[src/rtl/gpio_ovr_pkg.sv]
package gpio_ovr_pkg;

   typedef enum logic {
      OFS_VALUE = 1'b0,
      OFS_DIR   = 1'b1
   } gpio_ofs_e;

   typedef struct packed {
      logic ld_value;
      logic ld_dir;
   } gpio_ld_s;

   function automatic gpio_ld_s gpio_decode(input logic sel, input logic wr, input logic ofs);
      gpio_ld_s r;
      r.ld_value = sel && wr && (gpio_ofs_e'(ofs) == OFS_VALUE);
      r.ld_dir   = sel && wr && (gpio_ofs_e'(ofs) == OFS_DIR);
      return r;
   endfunction

endpackage

[src/rtl/gpio_sync_chain.sv]
module gpio_sync_chain #(
   parameter int WIDTH  = 8,
   parameter int STAGES = 2
) (
   input  logic             clk,
   input  logic             rst_n,
   input  logic [WIDTH-1:0] d,
   output logic [WIDTH-1:0] q
);

   initial begin : p_chk
      assert (STAGES >= 2) else $error("gpio_sync_chain: STAGES must be at least 2");
      assert (WIDTH >= 1)  else $error("gpio_sync_chain: WIDTH must be positive");
   end

   logic [WIDTH-1:0] stg [STAGES];

   genvar k;
   generate
      for (k = 0; k < STAGES; k++) begin : g_stage
         if (k == 0) begin : g_first
            always_ff @(posedge clk or negedge rst_n) begin
               if (!rst_n) stg[k] <= '0;
               else        stg[k] <= d;
            end
         end else begin : g_next
            always_ff @(posedge clk or negedge rst_n) begin
               if (!rst_n) stg[k] <= '0;
               else        stg[k] <= stg[k-1];
            end
         end
      end
   endgenerate

   assign q = stg[STAGES-1];

endmodule

[src/rtl/gpio_ctl_regs.sv]
module gpio_ctl_regs
   import gpio_ovr_pkg::*;
#(
   parameter int WIDTH = 8
) (
   input  logic             clk,
   input  logic             rst_n,
   input  gpio_ld_s         ld,
   input  logic [WIDTH-1:0] wdata,
   output logic [WIDTH-1:0] value_q,
   output logic [WIDTH-1:0] value_nxt,
   output logic [WIDTH-1:0] dir_nxt
);

   logic [WIDTH-1:0] dir_q;

   // Next-state values feed both the storage and the pin drivers,
   // so outputs move on the same edge that captures a write.
   always_comb begin
      value_nxt = ld.ld_value ? wdata : value_q;
      dir_nxt   = ld.ld_dir   ? wdata : dir_q;
   end

   always_ff @(posedge clk or negedge rst_n) begin
      if (!rst_n) begin
         value_q <= '0;
         dir_q   <= '0;
      end else begin
         value_q <= value_nxt;
         dir_q   <= dir_nxt;
      end
   end

endmodule

[src/rtl/gpio_pin_drv.sv]
module gpio_pin_drv #(
   parameter int WIDTH  = 8,
   parameter int OVR_LO = 2,
   localparam int OVR_W = WIDTH - OVR_LO
) (
   input  logic             clk,
   input  logic             rst_n,
   input  logic [WIDTH-1:0] dir_nxt,
   input  logic [WIDTH-1:0] value_nxt,
   input  logic             tko_en,
   input  logic [OVR_W-1:0] tko_oe,
   input  logic [OVR_W-1:0] tko_out,
   output logic [WIDTH-1:0] pin_oe,
   output logic [WIDTH-1:0] pin_out
);

   logic [WIDTH-1:0] oe_d;
   logic [WIDTH-1:0] out_d;

   genvar i;
   generate
      for (i = 0; i < WIDTH; i++) begin : g_pin
         if (i >= OVR_LO) begin : g_shared
            assign oe_d[i]  = tko_en ? tko_oe[i-OVR_LO]  : dir_nxt[i];
            assign out_d[i] = tko_en ? tko_out[i-OVR_LO] : value_nxt[i];
         end else begin : g_fixed
            assign oe_d[i]  = dir_nxt[i];
            assign out_d[i] = value_nxt[i];
         end
      end
   endgenerate

   always_ff @(posedge clk or negedge rst_n) begin
      if (!rst_n) begin
         pin_oe  <= '0;
         pin_out <= '0;
      end else begin
         pin_oe  <= oe_d;
         pin_out <= out_d;
      end
   end

endmodule

[src/rtl/gpio_port_ovr.sv]
module gpio_port_ovr
   import gpio_ovr_pkg::*;
#(
   parameter int WIDTH       = 8,
   parameter int OVR_LO      = 2,
   parameter int SYNC_STAGES = 2,
   localparam int OVR_W      = WIDTH - OVR_LO
) (
   input  logic             clk,
   input  logic             rst_n,
   input  logic             bus_sel,
   input  logic             bus_wr,
   input  logic             bus_ofs,
   input  logic [WIDTH-1:0] bus_wdata,
   output logic [WIDTH-1:0] bus_rdata,
   input  logic [WIDTH-1:0] pin_in,
   input  logic             tko_en,
   input  logic [OVR_W-1:0] tko_oe,
   input  logic [OVR_W-1:0] tko_out,
   output logic [WIDTH-1:0] pin_oe,
   output logic [WIDTH-1:0] pin_out
);

   initial begin : p_chk
      assert (WIDTH >= 2 && WIDTH <= 32) else $error("gpio_port_ovr: WIDTH out of range");
      assert (OVR_LO >= 0 && OVR_LO < WIDTH) else $error("gpio_port_ovr: OVR_LO must lie below WIDTH");
      assert (SYNC_STAGES >= 2) else $error("gpio_port_ovr: SYNC_STAGES must be at least 2");
   end

   gpio_ld_s         ld;
   logic [WIDTH-1:0] value_q;
   logic [WIDTH-1:0] value_nxt;
   logic [WIDTH-1:0] dir_nxt;
   logic [WIDTH-1:0] pin_sync;

   assign ld = gpio_decode(bus_sel, bus_wr, bus_ofs);

   gpio_ctl_regs #(.WIDTH(WIDTH)) u_regs (
      .clk       (clk),
      .rst_n     (rst_n),
      .ld        (ld),
      .wdata     (bus_wdata),
      .value_q   (value_q),
      .value_nxt (value_nxt),
      .dir_nxt   (dir_nxt)
   );

   gpio_sync_chain #(.WIDTH(WIDTH), .STAGES(SYNC_STAGES)) u_sync (
      .clk   (clk),
      .rst_n (rst_n),
      .d     (pin_in),
      .q     (pin_sync)
   );

   gpio_pin_drv #(.WIDTH(WIDTH), .OVR_LO(OVR_LO)) u_drv (
      .clk       (clk),
      .rst_n     (rst_n),
      .dir_nxt   (dir_nxt),
      .value_nxt (value_nxt),
      .tko_en    (tko_en),
      .tko_oe    (tko_oe),
      .tko_out   (tko_out),
      .pin_oe    (pin_oe),
      .pin_out   (pin_out)
   );

   // Offset 1 reads pin levels; the direction register has no read path.
   always_comb begin
      bus_rdata = '0;
      if (bus_sel) begin
         if (gpio_ofs_e'(bus_ofs) == OFS_DIR) bus_rdata = pin_sync;
         else                                 bus_rdata = value_q;
      end
   end

endmodule

[config.mk]
export PLATFORM = sky130hd
export DESIGN_NAME = gpio_port_ovr
export DESIGN_NICKNAME = d
export VERILOG_FILES = /design/src/rtl/gpio_ovr_pkg.sv /design/src/rtl/gpio_sync_chain.sv /design/src/rtl/gpio_ctl_regs.sv /design/src/rtl/gpio_pin_drv.sv /design/src/rtl/gpio_port_ovr.sv
export SDC_FILE = /design/constraint.sdc
export NUM_CORES = 1
export LEC_CHECK = 0
export BUFFER_PORTS_ARGS = -buffer_cell sky130_fd_sc_hd__clkbuf_2
export CELL_PAD_IN_SITES_DETAIL_PLACEMENT = 1
export CELL_PAD_IN_SITES_GLOBAL_PLACEMENT = 2
export CORE_MARGIN = 2
export CORE_UTILIZATION = 34
export DETAILED_ROUTE_END_ITERATION = 10
export PLACE_DENSITY = 0.86
export SKIP_LAST_GASP = 1
export SYNTH_ARGS = -nofsm -noshare
export SYNTH_HDL_FRONTEND = slang
export SYNTH_SLANG_ARGS = --single-unit
[constraint.sdc]
create_clock -name clk -period 2.2 [get_ports clk]
set_input_delay 0.33 -clock clk [delete_from_list [all_inputs] [get_ports clk]]
set_output_delay 0.33 -clock clk [all_outputs]
set_load 0.01 [all_outputs]
==> impl_metrics.env <==
export IMPL_status="complete, no violations"
export IMPL_cts_max_level=2
export IMPL_rows=25
export IMPL_mostFrequentLayoutCell="clkbuf_2"
export IMPL_tns_ps=0
export IMPL_power_per_cell_area_nw_per_um2=840
export IMPL_ys_ff_latch=44
export IMPL_path_cells="mux2i_1 -> nor2b_1 -> clkbuf_2"
export IMPL_cts_sinks=44
export IMPL_setup_violations_final=0
export IMPL_syn2layout_area_growth_pct=24.3
export IMPL_dr_pass1_iters=4
export IMPL_synth_fa_ha_area_share_pct=0
export IMPL_setup_ws_ps=808
export IMPL_drcViolationCount=0
export IMPL_min_path_type="input port to asynchronous set/reset pin"
export IMPL_seq_area_frac_synth_pct=65.0
export IMPL_synth_compound_area_share_pct=3.55
export IMPL_postCtsSetupBuffers=0
export IMPL_final_layout_size_suffix_gt1_share_pct=44.3
export IMPL_worstPathArrival_ps=1060
export IMPL_drv_cap=0
export IMPL_grt_max_degree=24
export IMPL_ir_worst_vdd_mv=0.474
export IMPL_cts_root_buf="clkbuf_8"
export IMPL_fmax_ghz=0.718
export IMPL_avgSynthCellArea_um2=13.1
export IMPL_rsz0062_at_grt="false"
export IMPL_synth_nets=163
export IMPL_initialDrtViolationCount=37
export IMPL_placed_cell_area_um2=2010
export IMPL_initial_core_util_pct=35.6
export IMPL_period_share_pct=63.3
export IMPL_cpPeakStageDelay_ps=380
export IMPL_slew_viol_final=0
export IMPL_grtUsageTotal_pct=15.1
export IMPL_insertion_delay_ps=300
export IMPL_cp_slowest_cell="dfrtp_1"
export IMPL_cp_data_required_time_ps=1870
export IMPL_whs_ps=4.35
export IMPL_skew_ps=7.31
export IMPL_clk_pin_slew_ps=90
export IMPL_nNetsFinal=218
export IMPL_ys_types=14
export IMPL_cts_buffers=5
export IMPL_crit_family="flip-flops"
export IMPL_grt_pass1_vias=1196
export IMPL_critPathBufInv=1
export IMPL_place_ws_ps=563
export IMPL_cp_start_kind="flip-flop"
export IMPL_avgRoutedWirePerCell_um=14.8
export IMPL_io_pins=58
export IMPL_clk_path_buf_depth=2
export IMPL_postSynthCellCount=129
export IMPL_num_antenna_cells=0
export IMPL_hold_viol_final=0
export IMPL_port_buffers=57
export IMPL_die_area_um2=5560
export IMPL_postCtsResizedCells=0
export IMPL_die_h_um=74.6
export IMPL_worstSetupPathType="flip-flop to primary output"
export IMPL_synth_xor_xnor_area_share_pct=0
export IMPL_final_cell_mix="57 x clkbuf_2, 44 x dfrtp_1, 24 x nand2_1"
export IMPL_worstSetupEndpointType="primary output"
export IMPL_relSlewSlack_pct=62.6
export IMPL_synth_top_family_by_area="multiplexers"
export IMPL_worst_pin_slew_ps=561
export IMPL_fin_crit_ps=1390
export IMPL_ant_nets=0
export IMPL_core_area_um2=4750
export IMPL_grt_first_pass_wirelength_um=5950
export IMPL_synthMuxAreaShare_pct=15.4
export IMPL_cp_max_fo=2
export IMPL_layout_cell_area_non_filler_um2=2110
export IMPL_ctsHoldBuffers=0
export IMPL_drt_wl_total_um=3730
export IMPL_viasPerCell=4.51
export IMPL_gp_congestion=0.765
export IMPL_netlist_area_um2=1690
export IMPL_antenna_found_initial=0
export IMPL_r2r_cells=2
export IMPL_cts_tree="done"
export IMPL_detailed_place_hpwl_um=2790
export IMPL_yosysWarnings=0
export IMPL_leakagePower_uw=0.00108
export IMPL_cp_depth=3
export IMPL_vias=1136
export IMPL_synth_simple_area_share_pct=12.4
export IMPL_die_w_um=74.6
export IMPL_grt_ovfl_total=0
## through the flow
stage	utilization, %	instances	power (µW)
after global placement	42.2	244	1240
after global routing	44.3	252	1870
after CTS	44.3	252	1790
after detailed placement	42.2	244	1260
final	44.3	252	1770
after floorplan	-	129	1130
## cells in the mapped netlist
cell type	count	area [µm²]
a21oi_1	12	60.1
mux2i_1	8	80.1
nand3_1	1	5.00
nand2_1	24	90.1
and3_2	1	7.51
nand3b_4	1	20.0
mux2_2	8	90.1
mux2_4	6	90.1
clkbuf_1	3	11.3
nor2b_1	14	87.6
dfrtp_1	44	1100
buf_4	4	30.0
buf_2	2	10.0
buf_6	1	11.3
## sequential cells by signal (all words and copies together) (netlist names)
| signal | cells |
|---|---|
| u_sync.stg | 8 |
| u_drv.pin_out | 8 |
| u_drv.pin_oe | 8 |
| u_regs.value_q | 6 |
| u_sync.q | 8 |
| u_regs.dir_q | 6 |
## layout make-up
cell class | instances | area [µm²]
Clock inverter | 2 | 15.0
Clock buffer | 6 | 82.6
Fill cell | 541 | 2650
Sequential cell | 44 | 1100
Tap cell | 67 | 83.8
Multi-Input combinational cell | 75 | 531
Timing Repair Buffer | 58 | 293
## metal layers
| metal | track usage [%] | wire [µm] | up-vias |
|---|---|---|---|
| met5 | 0 | 0 | - |
| met4 | 5.36 | 43 | 0 |
| met1 | 19.8 | 1610 | 563 |
| li1 | - | - | 528 |
| met2 | 21.9 | 1790 | 41 |
| met3 | 6.91 | 276 | 4 |
## worst paths after layout
| path | endpoint | slack [ps] | startpoint |
|---|---|---|---|
| setup / recovery | bus_rdata[3] | 810 | u_regs.value_q[3] |
| hold / removal | u_regs.value_q[7] | 4 | rst_n |
| setup reg to reg | u_drv.pin_out[4] | 1150 | u_regs.value_q[4] |
| hold reg to reg | u_sync.q[2] | 350 | u_sync.stg[10] |
| max in group asynchronous | u_drv.pin_out[0] | 1500 | rst_n |
| min in group clk | u_sync.stg[11] | 130 | pin_in[3] |
## power breakdown
part	internal (µW)	switching [µW]	total (µW)
Clock	254	283	537
Sequential	902	40.7	943
Combinational	141	148	289
## kinds of logic after synthesis
family,count (synthesis)
AO/OA/AOI/OAI,12
multiplexers,22
buffers and inverters,10
flip-flops,44
AND/OR/NAND/NOR,41
Note: power is estimated with default switching activity, not from simulation.
